--- config.mk ---
export PLATFORM = sky130hd
export DESIGN_NAME = syn_weight_updater
export DESIGN_NICKNAME = d
export VERILOG_FILES = /design/src/rtl/swu_pkg.sv /design/src/rtl/swu_burst_gen.sv /design/src/rtl/swu_weight_reg.sv /design/src/rtl/swu_ref_drive.sv /design/src/rtl/syn_weight_updater.sv
export SDC_FILE = /design/constraint.sdc
export NUM_CORES = 1
export LEC_CHECK = 0
export ABC_AREA = 1
export CAP_MARGIN = 20
export CORE_MARGIN = 5
export CORE_UTILIZATION = 46
export CTS_BUF_LIST = sky130_fd_sc_hd__clkbuf_4 sky130_fd_sc_hd__clkbuf_8
export CTS_CLUSTER_SIZE = 16
export DETAILED_ROUTE_END_ITERATION = 8
export GPL_ROUTABILITY_DRIVEN = 0
export HOLD_SLACK_MARGIN = 0.03
export PLACE_DENSITY = 0.78
export SLEW_MARGIN = 10
export SYNTH_ARGS = -nofsm -noshare
export SYNTH_HDL_FRONTEND = slang
export SYNTH_SLANG_ARGS = --single-unit
--- constraint.sdc ---
create_clock -name clk -period 2 [get_ports clk]
set_clock_uncertainty 0.2 [all_clocks]
set_input_delay 0.2 -clock clk [delete_from_list [all_inputs] [get_ports clk]]
set_output_delay 0.2 -clock clk [all_outputs]
set_load 0.02 [all_outputs]
--- src/rtl/swu_pkg.sv ---
package swu_pkg;

    // Pulse generator phase: fire emits one step, gap is the idle spacer.
    typedef enum logic [1:0] {
        PG_IDLE = 2'd0,
        PG_FIRE = 2'd1,
        PG_GAP  = 2'd2
    } pg_state_e;

    // One-cycle step command travelling from the generator to the register.
    typedef struct packed {
        logic up;
        logic dn;
    } step_cmd_t;

    // Steer a single fire slot onto one of the two lines.
    function automatic step_cmd_t steer_step(input logic fire, input logic negative);
        step_cmd_t c;
        c.up = fire & ~negative;
        c.dn = fire &  negative;
        return c;
    endfunction

endpackage

--- src/rtl/swu_burst_gen.sv ---
module swu_burst_gen
    import swu_pkg::*;
#(
    parameter int MAG_W = 5
) (
    input  logic             clk,
    input  logic             rst,
    input  logic             start,
    input  logic             neg,
    input  logic [MAG_W-1:0] mag,
    output logic             busy,
    output step_cmd_t        cmd
);

    localparam logic [MAG_W-1:0] ONE_M  = MAG_W'(1);
    localparam logic [MAG_W-1:0] ZERO_M = '0;

    pg_state_e        st_q, st_d;
    logic [MAG_W-1:0] rem_q, rem_d;
    logic             neg_q, neg_d;

    always_comb begin
        st_d  = st_q;
        rem_d = rem_q;
        neg_d = neg_q;
        case (st_q)
            PG_IDLE: begin
                if (start && (mag != ZERO_M)) begin
                    st_d  = PG_FIRE;
                    rem_d = mag - ONE_M;
                    neg_d = neg;
                end
            end
            PG_FIRE: begin
                st_d = (rem_q == ZERO_M) ? PG_IDLE : PG_GAP;
            end
            PG_GAP: begin
                st_d  = PG_FIRE;
                rem_d = rem_q - ONE_M;
            end
            default: st_d = PG_IDLE;
        endcase
    end

    always_ff @(posedge clk) begin
        if (rst) begin
            st_q  <= PG_IDLE;
            rem_q <= ZERO_M;
            neg_q <= 1'b0;
        end else begin
            st_q  <= st_d;
            rem_q <= rem_d;
            neg_q <= neg_d;
        end
    end

    assign busy = (st_q != PG_IDLE);
    assign cmd  = steer_step(st_q == PG_FIRE, neg_q);

endmodule

--- src/rtl/swu_weight_reg.sv ---
module swu_weight_reg
    import swu_pkg::*;
#(
    parameter int CODE_W    = 5,
    parameter int INIT_CODE = 16
) (
    input  logic              clk,
    input  logic              rst,
    input  step_cmd_t         cmd,
    output logic [CODE_W-1:0] code
);

    localparam logic [CODE_W-1:0] TOP_C  = '1;
    localparam logic [CODE_W-1:0] BOT_C  = '0;
    localparam logic [CODE_W-1:0] ONE_C  = CODE_W'(1);
    localparam logic [CODE_W-1:0] INIT_V = CODE_W'(INIT_CODE);

    logic [CODE_W-1:0] code_q;

    always_ff @(posedge clk) begin
        if (rst) begin
            code_q <= INIT_V;
        end else if (cmd.up && (code_q != TOP_C)) begin
            code_q <= code_q + ONE_C;
        end else if (cmd.dn && (code_q != BOT_C)) begin
            code_q <= code_q - ONE_C;
        end
    end

    assign code = code_q;

endmodule

--- src/rtl/swu_ref_drive.sv ---
module swu_ref_drive #(
    parameter int CODE_W = 5
) (
    input  logic [CODE_W-1:0] code,
    output logic [CODE_W-1:0] sel
);

    // Each select gates the reference whose weight is 2^i.
    for (genvar i = 0; i < CODE_W; i++) begin : g_bit
        assign sel[i] = code[i];
    end

endmodule

--- src/rtl/syn_weight_updater.sv ---
module syn_weight_updater
    import swu_pkg::*;
#(
    parameter int CODE_W    = 5,
    parameter int MAG_W     = 5,
    parameter int INIT_CODE = 16
) (
    input  logic              clk,
    input  logic              rst,
    input  logic              learn_start,
    input  logic              err_neg,
    input  logic [MAG_W-1:0]  err_mag,
    output logic              busy,
    output logic              step_up,
    output logic              step_dn,
    output logic [CODE_W-1:0] weight_code,
    output logic [CODE_W-1:0] ref_sel
);

    step_cmd_t step_cmd;

    swu_burst_gen #(.MAG_W(MAG_W)) u_gen (
        .clk   (clk),
        .rst   (rst),
        .start (learn_start),
        .neg   (err_neg),
        .mag   (err_mag),
        .busy  (busy),
        .cmd   (step_cmd)
    );

    swu_weight_reg #(.CODE_W(CODE_W), .INIT_CODE(INIT_CODE)) u_wreg (
        .clk  (clk),
        .rst  (rst),
        .cmd  (step_cmd),
        .code (weight_code)
    );

    swu_ref_drive #(.CODE_W(CODE_W)) u_ref (
        .code (weight_code),
        .sel  (ref_sel)
    );

    assign step_up = step_cmd.up;
    assign step_dn = step_cmd.dn;

endmodule

After elaboration in Yosys (flattened, before gate mapping) --
Index checks and enable logic that the tools add are counted.
Storage, ports and cells: bits in registers 13, output and inout port bits 13
Cells by class: $add $sub $neg 4, equal/unequal tests 4, mux-type cells 7, bitwise operators 3, reductions and logical operators 12
Operators with widths (number):
- two-way mux 5 bit | 3
- subtractor 5 x 1 -> 5 bit, second input constant | 3
- one-hot mux 5 bit (2 select lines) | 1
- nonzero test 5 bit | 2
- one-hot mux 2 bit (3 select lines) | 1
- nonzero test 2 bit | 3
- adder 5 x 1 -> 5 bit, second input constant | 1
- zero test 5 bit | 1
- != test 5 bit, second input constant | 1
- two-way mux 2 bit | 2
- AND reduction 2 bit | 2
- logical AND 1 bit | 3
- bitwise AND 1 bit | 2
- == test 2 x 1 -> 1 bit, second input constant | 1
- == test 2 bit, second input constant | 1
- zero test 2 bit | 1
- != test 2 x 1 -> 1 bit, second input constant | 1
- inverter 1 bit | 1

Longest topological paths before layout --
Gate-level depths: netlist of run 1.
depth after elaboration 5, depth in mapped cells 12, mapped depth without buffers 12

Cells and area by module --
A second synthesis of run 1 with hierarchy kept.
Second synthesis, totals: cells, all modules 152, area, all modules 985.9 um^2
By module, submodules not included:
- swu_burst_gen | times used 1, cells an instance 93, area an instance 558.0 um^2, seq. area each 160.2 um^2
- swu_weight_reg | times used 1, cells an instance 54, area an instance 390.4 um^2, seq. area each 100.1 um^2
- swu_ref_drive | times used 1, cells an instance 5, area an instance 37.5 um^2, seq. area each 0.0 um^2

Worst setup path before layout of run 1 --
No wires, ideal clock.
path kind reg-to-reg, from reg u_gen.st_q[1], to reg u_wreg.code_q[4], in the netlist u_wreg.code[4], setup time 0.124 ns, data arrival time 1.669 ns, setup slack 0.007 ns, stages on the path, launching flop included 12, buffers on the path 0, cell sequence dfxtp_1 > inv_2 > nand2_2 > nor2_4 > nand2_2 > fa_1 > nand3_1 > nand3_1 > nand2_1 > nand3_1 > nand2_1 > nand3_1
Between the ends: longest elaborated chain between the ends 4, elaborated cells between the ends (all ways) 7, classes of those cells eq/ne (1); mux (1); bitwise (2); reduce/logical (3)
Ends and longest elaborated chain:
- start, declared | line swu_burst_gen.sv:18 | pg_state_e st_q, st_d;
- start signal, assigned | line swu_burst_gen.sv:51 | st_q <= st_d;
- == test 2 x 1 -> 1 bit * | line swu_burst_gen.sv:58 | assign cmd = steer_step(st_q == PG_FIRE, neg_q);
- bitwise AND 1 bit * | line swu_pkg.sv:19 | c.up = fire & ~negative;
- net step_up | line syn_weight_updater.sv:14 | output logic step_up,
- logical AND 1 bit * | line swu_weight_reg.sv:23 | end else if (cmd.up && (code_q != TOP_C)) begin
- two-way mux 5 bit or nonzero test 2 bit (tied branches)
- end signal, assigned | line swu_weight_reg.sv:24 | code_q <= code_q + ONE_C;
- end signal, assigned | line swu_weight_reg.sv:26 | code_q <= code_q - ONE_C;
- end, declared | line swu_weight_reg.sv:18 | logic [CODE_W-1:0] code_q;
The timed path passes the listed nets; every way through them passes the cells marked *. A chain may end at the register's enable or synchronous reset.

Worst setup path in the final report of run 1 --
from reg u_gen.st_q[1], to out step_up
Between the ends: longest elaborated chain between the ends 2
Ends and longest elaborated chain (line):
- == test 2 x 1 -> 1 bit | swu_burst_gen.sv:58
- bitwise AND 1 bit | swu_pkg.sv:19
- end, declared | syn_weight_updater.sv:14
No other way between the ends.

==> results.toml, run 1 <==
[flow_run]
cap_violations = 0

[final_layout]
design_area_um2 = 1300
final_cells = 201
final_cell_mix = "nand2_1, inv_1, clkdlybuf4s50_1"
layout.nets = 189
drive_gt1_frac = 0.201
fillers = 172
mostFrequentLayoutCell = "nand2_1"
diodes = 0
syn_to_final_growth_pct = 34.2

[drt]
drtIter0Drc = 23
top_layer = "met4"
vias = 1016
via_per_inst = 5.05
drtAntennaViolNets = 0
totalWireLength_mm = 2.33
wl_met3_um = 153
wl_met1_mm = 1.00
first_pass_iters = 4
drc = 0
met2_length_mm = 1.14
wl_per_cell_um = 11.6

[critical_path]
cpLargestDelayFamily = "buffers and inverters"
worst_path_max_delay_cell = "clkdlybuf4s50_1"
endpoint_kind = "output pin"
start_kind = "flip-flop"
worstSetupPathType = "reg2out"
cp.required_ps = 1600
path_buf_inv = 2
crit_chain = "inv_4, nand2_4, nor2_4, clkdlybuf4s50_1"
worst-path-max-fanout = 4
critPathMaxStageDelay_ps = 630
arrival_ps = 1530

[power]
combPwrFrac = 0.445
netSwitchingPower_uw = 325
ir_drop_uv = 460
clkPwrFrac = 0.190
seq_power_share = 0.364
switching_share = 0.375
p_int_uw = 542
power_density_nw_per_um2 = 669
leakage_uw = 0.000622

[logic_synthesis]
synthesis.nets = 162
synth.ff_latch_count = 13
avgSynthCellArea_um2 = 6.53
syn_inst = 148
ys_warn_count = 0
synth_top_family_by_area = "simple AND/OR/NAND/NOR gates"
syn_area_um2 = 966
yosysSeqAreaShare = 0.269
synthAdderAreaFrac = 0.0725
synth_mux_area_frac = 0
synth_cell_type_count = 22
synth_compound_gate_area_share = 0.0997
synthSimpleGateAreaFrac = 0.380
synth_xor_area_frac = 0.0272

[sta]
tightest_slew_ps = 249
holdWs_ps = 315
slew_violations = 0
layout_min_cycle_time_ps = 1930
slew_headroom = 0.834
finalHoldViolCount = 0
finalSetupViolCount = 0
fin_setup_tns_ps = 0
timing.final.ws_setup_ps = 70.2
min_period_over_period = 0.965
fmax_mhz = 518

[floorplanning]
start_util = 0.487
chipWidth_um = 55.8
die_h_um = 55.8
fp.dieArea_um2 = 3120
floorplan.rows = 16
core-area_um2 = 1980
io_pins = 22

[global_route]
grt_max_degree = 13
groute.usage.overall = 0.152
grt_pass1_wl_mm = 3.90
first_global_vias = 958
grt_overflow = 0
antenna_found_initial = 0

[clocking]
cts_tree = "built"
clk_pin_slew_ps = 80
clk_path_buf_depth = 2
ctsHtreeMaxLevel = 1
cts_made_buffers = 3
clock_latency_ps = 280
cts.sinks = 13
clockRootBuffer = "clkbuf_4"

[place]
place_ws_ps = 22.4
dp_cells = 195
io_buffers = 21
place_area_um2 = 1200
hpwl_mm = 1.87

[hold_path]
hold_class = "in2reg"

[status]
status = "finished clean"
-- final cells by class --
| cell class | count | area, µm² | share of cell area |
|---|---|---|---|
| timing repair buffer | 28 | 263 | 0.203 |
| inverter | 26 | 100 | 0.0772 |
| multi-input combinational | 103 | 604 | 0.466 |
| clock inverter | 1 | 5.00 | 0.00386 |
| sequential | 13 | 268 | 0.207 |
| clock buffer | 3 | 22.5 | 0.0174 |
| tap | 27 | 33.8 | 0.0261 |
-- power by group through the flow --
stage          registers (µW)  clock network (µW)  logic [µW]
2_1_floorplan             334                   0         221
3_3_place_gp              314                   0         344
3_5_place_dp              316                   0         352
4_1_cts                   310                 171         354
5_1_grt                   320                 184         430
6_report                  316                 165         386
-- state kept, by name, indices dropped and copies added, names as in the netlist --
| signal | count |
|---|---|
| u_gen.neg_q | 1 |
| u_wreg.code | 5 |
| u_gen.rem_q | 5 |
| u_gen.st_q | 2 |
-- kinds of logic (layout without fill, tap and decap cells) --
kind of cell,count (synthesis),count (layout)
adder cells (fa/ha/maj),5,5
AND/OR/NAND/NOR,77,77
buffers and inverters,32,58
AO/OA/AOI/OAI,18,18
XOR/XNOR,3,3
flip-flops,13,13
-- what timing repair did --
action,4_1_cts,5_1_grt
hold buffers,0,0
resized for setup,0,14
setup endpoints to repair,0,4
buffers inserted,0,2
-- path summary, 6_finish.rpt --
path / start / endpoint / slack [ps] / cells past startpoint
worst max-delay path: u_gen.st_q[1]$_SDFFE_PP0P_ / step_up / 70 / 4
worst min-delay path: err_neg / u_gen.neg_q$_SDFFE_PP0P_ / 310 / 3
worst max register to register: u_gen.st_q[1]$_SDFFE_PP0P_ / u_wreg.code[4]$_SDFFE_PP1P_ / 100 / 11
worst min register to register: u_gen.rem_q[0]$_SDFFE_PP0P_ / u_gen.rem_q[0]$_SDFFE_PP0P_ / 320 / 2
-- cells in the mapped netlist --
library cell   n  area (µm²)
buf_6          1        11.3
o21bai_1       1        7.51
nor2_4         1        11.3
o21ai_0       10        50.1
xnor2_1        3        26.3
nand2_4        1        11.3
inv_1         24        90.1
a21oi_1        6        30.0
nand3b_1       1        7.51
buf_4          5        37.5
nand4_1        5        31.3
inv_2          2        7.51
nor2_2         1        6.26
nand3_2        1        10.0
nand3_1       14        70.1
nand2_2        8        50.1
ha_1           4        50.1
nand2_1       27         101
dfxtp_1       13         260
fa_1           1        20.0
nor2_1        18        67.6
o21ai_2        1        8.76
-- stage by stage --
step	utilization	total power [µW]
6_report	0.654	867
3_3_place_gp	0.605	658
3_5_place_dp	0.605	669
5_1_grt	0.654	934
2_1_floorplan	-	556
4_1_cts	0.619	835
-- worst reg2reg max path: stages (launching register included) --
cell and delay [ps]:
dfxtp_2 340, inv_4 70, nand2_4 60, nor2_4 150, nand2_4 100, fa_2 390
nand3_2 80, nand3_1 80, nand2_2 90, nand3_1 80, nand2_1 70, nand3_1 70
-- metal layers --
layer	up-vias	GRT usage
li1	518	-
met1	457	0.177
met2	34	0.260
met3	7	0.0418
met4	0	0.0678
met5	-	0
(Power assumes the default switching activity.)
==> run 2, diff against run 1 <==
--- a/config.mk
+++ b/config.mk
@@ -6,6 +6,7 @@
 export NUM_CORES = 1
 export LEC_CHECK = 0
 export ABC_AREA = 1
+export ABC_CLOCK_PERIOD_IN_PS = 2000
 export CAP_MARGIN = 20
 export CORE_MARGIN = 5
 export CORE_UTILIZATION = 46
==> constraint.sdc (replaced) <==
create_clock -name clk -period 2 [get_ports clk]
set_clock_uncertainty 0.2 [all_clocks]
set_input_delay 0.2 -clock clk [delete_from_list [all_inputs] [get_ports clk]]
set_output_delay 0.2 -clock clk [all_outputs]
set_load 0.01 [all_outputs]
==> results.toml, run 2 (synthesized netlist as in run 1, its figures left out) <==
[status]
status = "finished clean"

[place]
place_area_um2 = 1210
io_buffers = 21
place_ws_ps = 24.9
hpwl_mm = 1.88

[global_route]
grt_use_met3 = 0.0487
groute.usage.overall = 0.153
met2_usage = 0.262
grt_pass1_wl_mm = 3.88
met1_usage = 0.188
first_global_vias = 918
grt_max_degree = 13
grt_overflow = 0
top_usage_layer = "met2"
antenna_found_initial = 0

[sta]
fmax_mhz = 523
timing.final.ws_setup_ps = 88.2
min_period_over_period = 0.956
finalHoldViolCount = 0
holdWs_ps = 319
slew_violations = 0
layout_min_cycle_time_ps = 1910
tightest_slew_ps = 263
finalSetupViolCount = 0
slew_headroom = 0.824

[drt]
drc = 0
vias = 999
first_pass_iters = 4
via_per_inst = 4.95
totalWireLength_mm = 2.35
drtIter0Drc = 27
drtAntennaViolNets = 0
wl_per_cell_um = 11.6

[power]
leakage_uw = 0.000629
ir_drop_uv = 504
power_density_nw_per_um2 = 650
p_total_uw = 847

[clocking]
clockRootBuffer = "clkbuf_4"
clk_path_buf_depth = 2
post_cts_hold_buffer_count = 0
cts_made_buffers = 3
cts_tree = "built"
cts.sinks = 13
ctsHtreeMaxLevel = 1
clock_latency_ps = 280
clk_pin_slew_ps = 80

[critical_path]
worstSetupPathType = "reg2reg"
worst-path-stages = 11
worst_path_max_delay_cell = "fa_2"
start_kind = "flip-flop"
critPathMaxStageDelay_ps = 400
reg2reg_to = "u_wreg.code[4]$_SDFFE_PP1P_"
rr_worst_depth = 11
critPathLaunch = "u_gen.st_q[1]$_SDFFE_PP0P_"
rrSetupSlack_ps = 90
arrival_ps = 1870
cpLargestDelayFamily = "simple AND/OR/NAND/NOR gates"
crit_chain = "inv_2, nand2_2, nor2_4, nand2_4, fa_2, inv_1, nor2_1, nor2_1, nand3_1, nand4_1, nand3_1"
r2r_start = "u_gen.st_q[1]$_SDFFE_PP0P_"
endpoint_kind = "flip-flop"
cp.required_ps = 1960
worst-path-max-fanout = 5
path_buf_inv = 2
cp-endpoint = "u_wreg.code[4]$_SDFFE_PP1P_"

[final_layout]
diodes = 0
layout.nets = 190
drive_gt1_frac = 0.206
mostFrequentLayoutCell = "nand2_1"
syn_to_final_growth_pct = 34.8
final_cell_mix = "nand2_1, inv_1, clkdlybuf4s50_1"
design_area_um2 = 1300

[floorplanning]
fp.dieArea_um2 = 3120
floorplan.rows = 16
chipWidth_um = 55.8
core-area_um2 = 1980
io_pins = 22
start_util = 0.487
die_h_um = 55.8

[flow_run]
cap_violations = 0

[hold_path]
hold_class = "in2reg"
run 2: cell count changes in the layout (fill, tap and decap cells not counted), sizes merged:
cell	previous run	this run
buf	7	8
run 2: final cells by class:
type,count,area (µm²)
well taps,27,33.8
repair buffers,29,270
fillers,179,679
clock buffers,3,22.5
flip-flops and latches,13,269
multi-input cells,103,604
inverters,26,97.6
clock inverters,1,5.00
run 2: power breakdown:
group,internal [µW],total [µW],switching (µW)
Combinational,182,375,193
Sequential,287,309,21.8
Clock,74.2,163,88.4
run 2: worst min path at each step:
| stage | from | to | slack (ps) | depth (start not counted) |
|---|---|---|---|---|
| 6_report | err_neg | u_gen.neg_q$_SDFFE_PP0P_ | 320 | 3 |
| 5_1_grt | err_neg | u_gen.neg_q$_SDFFE_PP0P_ | 340 | 3 |
| 4_1_cts | err_neg | u_gen.neg_q$_SDFFE_PP0P_ | 310 | 3 |
| 3_5_place_dp | u_gen.rem_q[0]$_SDFFE_PP0P_ | u_gen.rem_q[0]$_SDFFE_PP0P_ | 310 | 2 |
| 3_3_place_gp | u_gen.rem_q[1]$_SDFFE_PP0P_ | u_gen.rem_q[1]$_SDFFE_PP0P_ | 300 | 2 |
| 2_1_floorplan | rst | u_gen.neg_q$_SDFFE_PP0P_ | 70 | 1 |
run 2: layer usage:
| layer | part of all wire | wire length [µm] |
|---|---|---|
| met1 | 0.45 | 1060 |
| met2 | 0.48 | 1140 |
| met3 | 0.048 | 113 |
| met4 | 0.017 | 39 |
| met5 | 0 | 0 |
run 2: repair_timing:
item                                    CTS  global route
gates resized for setup                   0            13
endpoints found under the setup margin    0             2
setup buffers                             0             2
run 2: tightest hold or removal path: stages:
cell	delay (ps)
clkdlybuf4s50_1	400
nand4_1	90
a21oi_1	60
run 2: through the flow:
step	utilization	instances	TNS [ps]
3_3_place_gp	0.609	196	0
3_5_place_dp	0.609	196	0
4_1_cts	0.622	200	0
6_report	0.657	202	0
5_1_grt	0.657	202	-30.6
2_1_floorplan	-	148	0
